`src/rtl/pdh_pkg.sv`:
```
// Shared constants for the power-down hold unit.
// Assumes: nothing beyond IEEE 1800-2017.
package pdh_pkg;
    // Synchronizer stages on the control pin
    localparam int unsigned SYNC_DEPTH = 2;

    // Width of a counter that must reach the value lim
    function automatic int unsigned cnt_width(input int unsigned lim);
        return (lim < 2) ? 1 : $clog2(lim + 1);
    endfunction
endpackage

```
`src/rtl/pdh_sync.sv`:
```
// Multi-flop synchronizer for one asynchronous level.
// Assumes: DEPTH >= 2; reset is synchronous and active low, and clears every stage.
module pdh_sync #(
    parameter int unsigned DEPTH = 2
) (
    input  logic clk,
    input  logic rst_n,
    input  logic d,
    output logic q
);
    logic [DEPTH-1:0] stg;

    // Shift the sampled level through the stage chain
    always_ff @(posedge clk) begin
        if (!rst_n) stg <= '0;
        else        stg <= {stg[DEPTH-2:0], d};
    end

    assign q = stg[DEPTH-1];
endmodule

```
`src/rtl/pdh_hold.sv`:
```
// Capture-and-hold for one vector. It tracks the live value while open and
// presents the copy from the last open edge while frozen.
// Assumes: freeze is synchronous to clk.
module pdh_hold #(
    parameter int unsigned W = 8
) (
    input  logic         clk,
    input  logic         rst_n,
    input  logic         freeze,
    input  logic [W-1:0] live,
    output logic [W-1:0] held
);
    logic [W-1:0] cap;

    // Refresh the captured copy on every edge where the unit is not frozen
    always_ff @(posedge clk) begin
        if (!rst_n)       cap <= '0;
        else if (!freeze) cap <= live;
    end

    // Select the captured copy while frozen, else pass live through
    always_comb begin
        held = freeze ? cap : live;
    end
endmodule

```
`src/rtl/pdh_idle.sv`:
```
// Idle detector: counts consecutive edges with an unchanged vector and flags
// standby once the count reaches LIMIT. A change clears the flag at once.
// Assumes: LIMIT >= 1.
module pdh_idle #(
    parameter int unsigned W     = 8,
    parameter int unsigned LIMIT = 16
) (
    input  logic         clk,
    input  logic         rst_n,
    input  logic [W-1:0] vec,
    output logic         standby
);
    import pdh_pkg::*;

    localparam int unsigned CW = cnt_width(LIMIT);
    localparam logic [CW-1:0] LIM = CW'(LIMIT);

    logic [W-1:0]  prev;
    logic [CW-1:0] cnt;
    logic          chg;

    // Detect a difference from the value seen at the previous edge
    always_comb begin
        chg = |(vec ^ prev);
    end

    // Track the previous value and the saturating run length
    always_ff @(posedge clk) begin
        if (!rst_n) begin
            prev <= '0;
            cnt  <= '0;
        end else begin
            prev <= vec;
            if (chg)             cnt <= '0;
            else if (cnt != LIM) cnt <= cnt + 1'b1;
        end
    end

    // Raise standby only when the run is long enough and nothing changes now
    always_comb begin
        standby = (cnt == LIM) && !chg;
    end
endmodule

```
`src/rtl/pdhold_top.sv`:
```
// Top of the power-down hold unit. It synchronizes the control pin, qualifies
// it with the option bit, and freezes the pin, signal and output vectors while
// power-down is in effect. It also removes the control pin from logic use when
// the option is on, and drives the idle-based standby flag.
// Assumes: single clock domain; only pd_pin is asynchronous.
module pdhold_top #(
    parameter int unsigned IN_W     = 8,
    parameter int unsigned SIG_W    = 8,
    parameter int unsigned OUT_W    = 4,
    parameter int unsigned IDLE_CYC = 16
) (
    input  logic             clk,
    input  logic             rst_n,
    input  logic             pd_opt_en,
    input  logic             pd_pin,
    input  logic             pd_pad_oe_req,
    input  logic [IN_W-1:0]  pin_in,
    input  logic [SIG_W-1:0] core_sig,
    input  logic [OUT_W-1:0] core_out,
    input  logic [OUT_W-1:0] core_oe,
    output logic [IN_W-1:0]  pin_held,
    output logic [SIG_W-1:0] sig_held,
    output logic [OUT_W-1:0] out_held,
    output logic [OUT_W-1:0] oe_held,
    output logic             pd_logic_in,
    output logic             pd_pad_oe,
    output logic             standby,
    output logic             pd_active
);
    import pdh_pkg::*;

    localparam int unsigned OUTV_W = 2 * OUT_W;

    logic              pd_sync;
    logic              frozen;
    logic [OUTV_W-1:0] outv_live;
    logic [OUTV_W-1:0] outv_held;

    pdh_sync #(.DEPTH(SYNC_DEPTH)) u_sync (
        .clk   (clk),
        .rst_n (rst_n),
        .d     (pd_pin),
        .q     (pd_sync)
    );

    // Qualify the synchronized request with the option bit
    always_comb begin
        frozen = pd_opt_en && pd_sync;
    end

    pdh_hold #(.W(IN_W)) u_hold_pin (
        .clk    (clk),
        .rst_n  (rst_n),
        .freeze (frozen),
        .live   (pin_in),
        .held   (pin_held)
    );

    pdh_hold #(.W(SIG_W)) u_hold_sig (
        .clk    (clk),
        .rst_n  (rst_n),
        .freeze (frozen),
        .live   (core_sig),
        .held   (sig_held)
    );

    // Pack output data and enables so that one hold unit captures both together
    always_comb begin
        outv_live = {core_oe, core_out};
    end

    pdh_hold #(.W(OUTV_W)) u_hold_out (
        .clk    (clk),
        .rst_n  (rst_n),
        .freeze (frozen),
        .live   (outv_live),
        .held   (outv_held)
    );

    // Unpack the held output data and enables
    always_comb begin
        out_held = outv_held[OUT_W-1:0];
        oe_held  = outv_held[OUTV_W-1:OUT_W];
    end

    pdh_idle #(.W(IN_W), .LIMIT(IDLE_CYC)) u_idle (
        .clk     (clk),
        .rst_n   (rst_n),
        .vec     (pin_held),
        .standby (standby)
    );

    // Remove the control pin from logic use when the option is on
    always_comb begin
        pd_logic_in = pd_opt_en ? 1'b0 : pd_pin;
        pd_pad_oe   = pd_opt_en ? 1'b0 : pd_pad_oe_req;
        pd_active   = frozen;
    end
endmodule

```
`config.mk`:
```
export PLATFORM = sky130hd
export DESIGN_NAME = pdhold_top
export DESIGN_NICKNAME = d
export VERILOG_FILES = /design/src/rtl/pdh_pkg.sv /design/src/rtl/pdh_sync.sv /design/src/rtl/pdh_hold.sv /design/src/rtl/pdh_idle.sv /design/src/rtl/pdhold_top.sv
export SDC_FILE = /design/constraint.sdc
export NUM_CORES = 1
export LEC_CHECK = 0
export BUFFER_PORTS_ARGS = -buffer_cell sky130_fd_sc_hd__buf_4
export CAP_MARGIN = 20
export CELL_PAD_IN_SITES_DETAIL_PLACEMENT = 1
export CELL_PAD_IN_SITES_GLOBAL_PLACEMENT = 2
export CORE_ASPECT_RATIO = 0.75
export CORE_MARGIN = 10
export CORE_UTILIZATION = 28
export CTS_CLUSTER_SIZE = 16
export DETAILED_ROUTE_END_ITERATION = 10
export PLACE_DENSITY_LB_ADDON = 0.05
export SLEW_MARGIN = 20
export SYNTH_ARGS = -nofsm -noshare
export SYNTH_HDL_FRONTEND = slang
export SYNTH_SLANG_ARGS = --single-unit
```
`constraint.sdc`:
```
create_clock -name clk -period 1.56 [get_ports clk]
set_clock_uncertainty 0.15 [all_clocks]
set_input_delay 0.312 -clock clk [delete_from_list [all_inputs] [get_ports clk]]
set_output_delay 0.312 -clock clk [all_outputs]
set_load 0.01 [all_outputs]
```
==> impl_metrics.py, run 1 <==
metrics = {
    "outcome": {
        "outcome": "complete, but fails checks",
        "violations": "negative setup slack",
    },
    "synthesis": {
        "ys_ff_latch": 31,
        "synth_compound_area_share_pct": 0.630,
        "syn_avg_cell_area_um2": 11.3,
        "synth.most_common_cell": "dfxtp_1",
        "yosys.area_share.adder_pct": 1.80,
        "synth_area_um2": 1390,
        "muxShareOfSynthArea_pct": 21.5,
        "async_flop_share_pct": 0,
        "yosysTopAreaCell": "dfxtp_1",
        "netlist_top_cells_area": "dfxtp_1, mux2_2, and2_1, xor2_1, mux2_4",
        "synth_seq_area_share_pct": 44.6,
        "synth_cells": 123,
        "synth_top_area_share_pct": 44.6,
        "synth_common_cells": "dfxtp_1, and2_1, mux2_2",
        "yosys.area_share.xor_xnor_pct": 7.56,
        "synth-warning-count": 0,
        "synthesis.nets": 154,
        "synth_top_family_by_area": "multiplexers",
        "synthSimpleGateAreaFrac_pct": 20.4,
        "ys.flop_type": "dfxtp_1",
        "ys_types": 22,
        "synth-edff-count": 0,
    },
    "layout": {
        "nets": 226,
        "layout.area.seq_um2": 626,
        "multi_input_area_um2": 806,
        "final_area_um2": 2260,
        "area_delta_synth_final_pct": 62.8,
        "final_cells": 255,
        "drive_gt1_share_pct": 58.5,
        "antennaDiodeCount": 0,
        "fillers": 527,
    },
    "drt": {
        "drt-total-wl_um": 3870,
        "vias_per_cell": 4.29,
        "wire_per_inst_um": 15.2,
        "drt-initial-drc-count": 8,
        "dr.pass1.iters": 3,
        "ant_nets": 0,
        "drc": 0,
        "vias": 1094,
    },
    "timing": {
        "finalCritPeriodShare_pct": 122,
        "rsz0062_at_grt": "yes",
        "max_freq_mhz": 525,
        "layout_setup_ws_ps": -346,
        "hold_viol_final": 0,
        "drv_slew": 0,
        "period_needed_ps": 1910,
        "setup_viol": 26,
        "tightestPinTransition_ps": 286,
        "whs_ps": 88.0,
        "max_slew_margin_pct": 80.8,
    },
    "clock_network": {
        "clock-sinks": 31,
        "ctsHtreeMaxLevel": 2,
        "clk_pin_slew_ps": 60,
        "clk_latency_ps": 280,
        "root_buffer": "clkbuf_8",
        "cts_buffers": 5,
        "cts_tree": "built",
        "postCtsHoldBufs": 0,
        "clock_path_buffers": 2,
    },
    "worst_setup_path": {
        "cp_data_arrival_time_ps": 1440,
        "cp_slowest_cell": "nor4_2",
        "slowest_delay_ps": 340,
        "r2r_cells": 5,
        "path_buf_inv": 1,
        "cpLargestDelayFamily": "simple AND/OR/NAND/NOR gates",
        "crit_path_end_kind": "output pin",
        "cp.required_ps": 1100,
        "path_depth": 5,
        "reg2reg_slack_ps": 100,
        "crit_type": "reg -> out",
        "cp_max_fo": 2,
        "start_kind": "flip-flop",
        "cp_cell_sequence": "xor2_1 > nor4_2 > a21oi_2 > nor2b_1 > buf_4",
    },
    "global_route": {
        "grt_max_degree": 32,
        "grt_overflow": 0,
        "grt_pass1_wl_um": 6460,
        "antenna_found_initial": 0,
        "grt_pass1_vias": 1302,
        "grt.total_usage_pct": 10.0,
    },
    "min_path": {
        "whs_path_depth": 2,
        "min_path_type": "in -> reg",
    },
    "placed_design": {
        "dp.cells": 243,
        "gp_congestion": 0.655,
        "dp_hpwl_um": 2850,
        "place_area_um2": 1920,
        "io_buffers": 56,
    },
    "power_and_ir_drop": {
        "p_total_w": 0.00185,
        "powerDensity_nw_per_um2": 817,
        "leakagePower_nw": 1.09,
        "peakVddDrop_uv": 370,
    },
    "floorplanning": {
        "start_util_pct": 28.7,
        "core_um2": 4840,
        "fp.dieW_um": 101,
        "die_y_um": 81.0,
        "ios": 57,
        "dieArea_um2": 8210,
        "rows": 22,
    },
    "flow_run": {
        "maxCapViolCount": 0,
    },
}
## cell type report
type | count | share of cell area (%)
clock inverter | 1 | 0.221
tap | 60 | 3.32
sequential | 31 | 27.6
timing repair buffer | 70 | 28.7
clock buffer | 6 | 3.65
multi-input combinational | 84 | 35.6
inverter | 3 | 0.829
## layer usage
layer / up-vias / wire [um] / part of all wire, % / global-route usage [%]
met1: 508 / 1680 / 43 / 11.5
li1: 541 / - / - / -
met2: 37 / 1770 / 46 / 15.4
met4: 0 / 62 / 1.6 / 4.17
met5: - / 0 / 0 / 0
met3: 8 / 355 / 9.2 / 5.17
## path summary, 6_finish.rpt
check | from | to
max reg2reg | u_idle.prev[6] | u_idle.cnt[1]
min | pd_pin | u_sync.stg[0]
min reg2reg | u_sync.stg[0] | u_sync.stg[1]
max | u_idle.prev[6] | standby
## timing repair
item / in CTS / in global routing
resized for setup: 56 / 5
endpoints found under the setup margin: 26 / 27
buffers inserted: 2 / 3
cloned: 1 / 0
pin swaps: 2 / 4
## power by group
part	leakage [nW]	internal [W]	switching (W)
combinational	0.785	0.000230	0.000137
sequential	0.258	0.000833	0.0000165
clock	0.0470	0.000345	0.000287
total	1.09	0.00141	0.000440
## per-stage QoR
stage	setup TNS, ps	worst slack (ps)	util, %
floorplan	0	10.6	-
global placement	-2340	-187	39.6
detailed placement	-2630	-207	39.6
CTS	-5440	-379	45.9
global route	-6310	-422	46.7
finish	-5030	-346	46.7
## cell usage in the layout (no fill, tap or decap), types with 3 or more instances in the layout
cell,instances
nor2b_1,3
buf_4,40
clkbuf_8,6
buf_6,28
and2_1,26
xnor2_1,3
dfxtp_2,4
mux2_4,24
nand2_1,4
dfxtp_1,27
nor2_1,3
xor2_1,8
## worst reg2reg max path, delay by kind of cell (launching register included)
family	cells	cell delay, ps
buffers and inverters	1	170
DFF	1	320
AOI/OAI and AO/OA	1	100
and+or+nand+nor	2	510
xor gates and xnor gates	1	150
## registers in the layout (all words and copies together), names as in the netlist
register / flops
u_idle.cnt: 5
u_idle.prev: 8
u_hold_sig.cap: 8
u_hold_out.cap: 8
u_sync.stg: 2
## kinds of logic (layout without fill, tap and decap cells)
logic type | Yosys count | after routing
and+or+nand+nor | 44 | 44
DFF | 31 | 31
muxes | 25 | 25
xor gates and xnor gates | 12 | 12
buffers and inverters | 8 | 80
adders and majority gates | 2 | 2
AOI/OAI and AO/OA | 1 | 1
No activity file was read; power rests on OpenSTA's default activity.
==> run 2, diff against run 1 <==
Settings changed: CORE_UTILIZATION 28 to 31, HOLD_SLACK_MARGIN from default to 0.02, SYNTH_HIERARCHICAL from default to 1.
==> run 2 against run 1 <==
  * The run still ends with negative setup slack left
  * Hold slack worse by 4.4 ps
  * Critical path type unchanged
  * Clock-buffer cell count stayed put
  * Critical path depth is 1 higher
  * Register-to-register slack worse by 570 ps
  * Synthesized cell count is 11% higher
  * Fmax is 14% lower
  * Design area is 26% higher
  * First-iteration DRC count is 140% higher
  * Routed wire length is 22% higher
  * Sequential power is 26% higher
==> impl_metrics.py, run 2 <==
metrics = {
    "outcome": {
        "violations": "negative setup slack",
        "outcome": "complete, but fails checks",
    },
    "worst_setup_path": {
        "slowest_delay_ps": 350,
        "crit_type": "reg -> out",
        "path_buf_inv": 1,
        "cp_slowest_cell": "mux2_4",
        "crit_path_end_kind": "output pin",
        "cp.required_ps": 1100,
        "cpLargestDelayFamily": "simple AND/OR/NAND/NOR gates",
        "cp_data_arrival_time_ps": 1750,
        "start_kind": "flip-flop",
        "cp_cell_sequence": "and2_4 > mux2_4 > xnor2_4 > nand4_4 > nor3_4 > buf_4",
        "cp_max_fo": 5,
    },
    "timing": {
        "max_slew_margin_pct": 82.1,
        "tightestPinTransition_ps": 268,
        "finalCritPeriodShare_pct": 142,
        "max_freq_mhz": 451,
        "hold_viol_final": 0,
        "period_needed_ps": 2220,
        "rsz0062_at_grt": "yes",
        "setup_viol": 31,
        "drv_slew": 0,
        "layout_setup_ws_ps": -656,
    },
    "floorplanning": {
        "ios": 57,
        "rows": 23,
        "fp.dieW_um": 105,
        "start_util_pct": 31.9,
        "die_y_um": 83.9,
        "dieArea_um2": 8820,
        "core_um2": 5300,
    },
    "layout": {
        "area_delta_synth_final_pct": 69.5,
        "finish.utilization_pct": 54.0,
        "final_common_cell": "buf_4",
        "final_cell_mix": "buf_4, dfxtp_1, buf_6",
        "drive_gt1_share_pct": 63.3,
        "final_area_um2": 2860,
        "antennaDiodeCount": 0,
        "nets": 257,
    },
    "synthesis": {
        "async_flop_share_pct": 0,
        "synthesis.nets": 167,
        "synth-warning-count": 6,
        "synth_cells": 136,
        "netlist_top_cells_area": "dfxtp_1, mux2_4, and2_1, xnor2_1, buf_6",
        "synth-edff-count": 0,
        "synth_common_cells": "dfxtp_1, and2_1, mux2_4",
        "synth_seq_area_share_pct": 46.3,
        "synth_top_area_share_pct": 46.3,
        "syn_avg_cell_area_um2": 12.4,
        "ys_types": 19,
        "ys.flop_type": "dfxtp_1",
        "yosysTopAreaCell": "dfxtp_1",
        "synth_area_um2": 1690,
        "synth.most_common_cell": "dfxtp_1",
        "ys_ff_latch": 39,
    },
    "power_and_ir_drop": {
        "combinationalPowerShare_pct": 21.5,
        "powerDensity_nw_per_um2": 840,
        "swShare_pct": 23.5,
        "leakagePower_nw": 1.27,
        "power.internal_w": 0.00184,
        "power_frac_seq_pct": 44.6,
        "p_clk_share_pct": 33.9,
        "p_sw_w": 0.000565,
        "peakVddDrop_uv": 368,
    },
    "placed_design": {
        "place_area_um2": 2410,
        "dp_hpwl_um": 3370,
        "io_buffers": 56,
        "gp_congestion": 0.644,
    },
    "clock_network": {
        "clk_latency_ps": 300,
        "cts_buffers": 5,
        "clock_path_buffers": 2,
        "clk_pin_slew_ps": 70,
        "root_buffer": "clkbuf_8",
        "postCtsHoldBufs": 0,
        "ctsHtreeMaxLevel": 2,
        "cts_tree": "built",
        "clock-sinks": 39,
    },
    "global_route": {
        "grt_pass1_vias": 1516,
        "grt_pass1_wl_um": 7810,
        "grt.total_usage_pct": 11.1,
        "antenna_found_initial": 0,
        "grt_max_degree": 24,
        "grt_overflow": 0,
    },
    "drt": {
        "ant_nets": 0,
        "drt-initial-drc-count": 19,
        "vias_per_cell": 4.26,
        "dr.pass1.iters": 2,
        "vias": 1282,
        "wire_per_inst_um": 15.7,
        "drc": 0,
        "drt-total-wl_um": 4730,
    },
    "flow_run": {
        "maxCapViolCount": 0,
    },
    "min_path": {
        "min_path_type": "in -> reg",
    },
}
==> run 2: changes by cell type after synthesis, sizes merged, moves of 2 or more <==
cell	previous run	this run
nand3	2	4
clkbuf	3	0
nor2	3	0
nor4	2	4
dfxtp	31	39
xnor2	3	9
and2	26	35
xor2	9	3
==> run 2: cell families after synthesis <==
| group | count (synthesis) | synth area share, % |
|---|---|---|
| AOI/OAI and AO/OA | 1 | 1.63 |
| xor gates and xnor gates | 12 | 6.23 |
| adders and majority gates | 2 | 1.48 |
| buffers and inverters | 5 | 2.45 |
| DFF | 39 | 46.3 |
| muxes | 24 | 21.4 |
| and+or+nand+nor | 53 | 20.5 |
==> run 2: through the flow <==
step,power [W],std cells,TNS [ps],hold WS (ps),worst slack [ps]
2_1_floorplan,0.00131,136,-1370,262,-417
3_3_place_gp,0.00150,284,-13040,266,-501
3_5_place_dp,0.00151,284,-14390,278,-532
4_1_cts,0.00243,299,-13140,75.6,-693
5_1_grt,0.00252,301,-14230,70.9,-750
6_report,0.00240,301,-12170,83.6,-656
==> run 2: timing repair <==
action / CTS / global route
cloned: 2 / 1
resized for setup: 51 / 12
endpoints found under the setup margin: 47 / 44
pin swaps: 3 / 1
setup buffers: 7 / 7
==> run 2: cell type report <==
type                    instances  area, um2
fillers                       574       2440
multi-input cells              93       1070
repair buffers                 85        805
flip-flops and latches         39        782
well taps                      75       93.8
clock buffers                   6       72.6
clock inverters                 1       30.0
inverters                       2       7.51
==> run 2: power by group through the flow <==
stage | logic [W] | clock network (W) | registers (W)
3_5_place_dp | 0.000421 | 0 | 0.00109
2_1_floorplan | 0.000222 | 0 | 0.00109
6_report | 0.000517 | 0.000813 | 0.00107
3_3_place_gp | 0.000408 | 0 | 0.00109
4_1_cts | 0.000511 | 0.000851 | 0.00107
5_1_grt | 0.000555 | 0.000892 | 0.00108
==> run 2: path summary, 6_finish.rpt <==
check / startpoint / end / slack [ps] / depth (start not counted)
setup / recovery: u_sync/stg[1] / standby / -660 / 6
hold / removal: pd_pin / u_sync/stg[0] / 80 / 2
setup reg to reg: u_sync/stg[1] / u_idle/cnt[2] / -470 / 8
hold reg to reg: u_sync/stg[0] / u_sync/stg[1] / 290 / 1
==> run 2: metal layers <==
metal	up-vias	part of all wire, %	global-route usage [%]
met4	0	1.4	4.48
met3	6	5.5	4.32
met5	-	0	0
met1	608	41	11.5
li1	633	-	-
met2	35	52	19.8
==> run 3, diff against run 2 <==
Settings changed: ABC_CLOCK_PERIOD_IN_PS from default to 1560, CORE_MARGIN 10 to 4, REMOVE_ABC_BUFFERS from default to 1.
==> run 3 against run 2 <==
  * The flow still finishes with violations (negative setup slack)
  * Total power grew 2.9%
  * Core utilization rose by 3.1 points
  * Critical path depth did not move
  * Largest power group unchanged
  * Routed wire length is 0.13% higher
  * Largest cell class unchanged
  * Highest routed layer unchanged
  * Combinational power barely moved
  * Cell count unchanged
  * Die area down 24%
==> impl_metrics.py, run 3 (synthesis results as in run 2) <==
metrics = {
    "outcome": {
        "outcome": "complete, but fails checks",
        "violations": "negative setup slack",
    },
    "floorplanning": {
        "dieArea_um2": 6700,
        "core_um2": 5060,
        "rows": 22,
        "ios": 57,
        "die_y_um": 71.9,
        "start_util_pct": 33.3,
        "fp.dieW_um": 93.2,
    },
    "timing": {
        "hold_viol_final": 0,
        "max_freq_mhz": 448,
        "drv_slew": 0,
        "layout_setup_ws_ps": -670,
        "rsz0062_at_grt": "yes",
        "setup_viol": 47,
        "max_slew_margin_pct": 79.5,
        "finalCritPeriodShare_pct": 143,
        "period_needed_ps": 2230,
        "tightestPinTransition_ps": 308,
    },
    "drt": {
        "drc": 0,
        "vias_per_cell": 4.42,
        "drt-total-wl_um": 4730,
        "vias": 1329,
        "drt-initial-drc-count": 30,
        "dr.pass1.iters": 2,
        "wire_per_inst_um": 15.7,
        "ant_nets": 0,
    },
    "flow_run": {
        "maxCapViolCount": 0,
    },
    "clock_network": {
        "cts_buffers": 5,
        "clock_path_buffers": 2,
        "root_buffer": "clkbuf_8",
        "cts_tree": "built",
        "ctsHtreeMaxLevel": 2,
        "clock-sinks": 39,
        "clk_pin_slew_ps": 80,
        "clk_latency_ps": 290,
    },
    "layout": {
        "final_cell_mix": "buf_4, buf_6, dfxtp_1",
        "area_delta_synth_final_pct": 71.6,
        "antennaDiodeCount": 0,
        "nets": 259,
        "final_common_cell": "buf_4",
        "drive_gt1_share_pct": 68.1,
        "finish.utilization_pct": 57.1,
    },
    "worst_setup_path": {
        "crit_path_end_kind": "output pin",
        "crit_start": "u_sync/stg[1]",
        "start_kind": "flip-flop",
        "cp.required_ps": 1100,
        "reg2reg_to": "u_idle/cnt[1]",
        "reg2reg_slack_ps": -420,
        "cp_max_fo": 5,
        "r2r_cells": 7,
        "cp_data_arrival_time_ps": 1770,
        "crit_type": "reg -> out",
        "r2r-start": "u_sync/stg[1]",
        "cp-endpoint": "standby",
        "cp_slowest_cell": "dfxtp_2",
        "cp_cell_sequence": "and2_4 > mux2_4 > xnor2_2 > nand2_2 > nor3_2 > buf_4",
        "slowest_delay_ps": 350,
    },
    "min_path": {
        "min_path_type": "in -> reg",
    },
    "global_route": {
        "grt_pass1_wl_um": 7580,
        "grt_overflow": 0,
        "grt_pass1_vias": 1467,
        "grt_max_degree": 35,
        "antenna_found_initial": 0,
        "grt.total_usage_pct": 14.8,
    },
    "placed_design": {
        "dp_hpwl_um": 2970,
        "io_buffers": 56,
        "gp_congestion": 0.687,
        "pre_cts_ws_ps": -653,
    },
    "power_and_ir_drop": {
        "leakagePower_nw": 1.32,
        "peakVddDrop_uv": 484,
        "powerDensity_nw_per_um2": 854,
    },
}
## run 3: per-layer routing
| metal | global-route usage [%] | up-vias | wire length, um |
|---|---|---|---|
| li1 | - | 639 | - |
| met1 | 18.9 | 641 | 2030 |
| met2 | 24.1 | 42 | 2380 |
| met3 | 3.99 | 7 | 261 |
| met4 | 5.37 | 0 | 61 |
| met5 | 0 | - | 0 |
## run 3: what timing repair did
action,4_1_cts,5_1_grt
cloned,3,0
buffers inserted,8,9
endpoints found under the setup margin,47,47
hold buffers,0,0
resized for setup,59,26
pin swaps,8,4
## run 3: how the worst min path moves through the flow
| stage | cells after the start | end | from |
|---|---|---|---|
| after global routing | 2 | u_sync/stg[0] | pd_pin |
| after floorplan | 1 | u_sync/stg[1] | u_sync/stg[0] |
| after global placement | 1 | u_sync/stg[1] | u_sync/stg[0] |
| after CTS | 2 | u_sync/stg[0] | pd_pin |
| after detailed placement | 1 | u_sync/stg[1] | u_sync/stg[0] |
| final | 2 | u_sync/stg[0] | pd_pin |
## run 3: power breakdown
group | leakage (nW) | total, W | switching (W) | internal, W
combinational | 0.938 | 0.000515 | 0.000192 | 0.000322
sequential | 0.324 | 0.00107 | 0.0000217 | 0.00105
clock | 0.0612 | 0.000888 | 0.000370 | 0.000518
## run 3: cell type report
class                      instances  area, um2
sequential                        39        782
clock buffer                       6       82.6
fill                             547       2170
multi-input combinational         93       1030
clock inverter                     2       35.0
inverter                           2       7.51
timing repair buffer              87        867
tap                               72       90.1
## run 3: stage by stage
stage	setup TNS [ps]	total power (W)	area [um2]	hold slack, ps	std cells
final	-16980	0.00247	2890	73.1	301
after global routing	-19210	0.00257	2890	71.5	301
after CTS	-14690	0.00244	2770	67.6	298
after detailed placement	-19810	0.00146	2310	277	280
after global placement	-19090	0.00145	2310	276	280
after floorplan	-37880	0.00127	1650	262	133
## run 3: worst max-delay path, delay by kind of cell, from the launching register on
kind                   cells  cell delay [ps]
XOR/XNOR                   1              170
buffers and inverters      1              140
flip-flops                 1              350
multiplexers               1              340
AND/OR/NAND/NOR            3              470
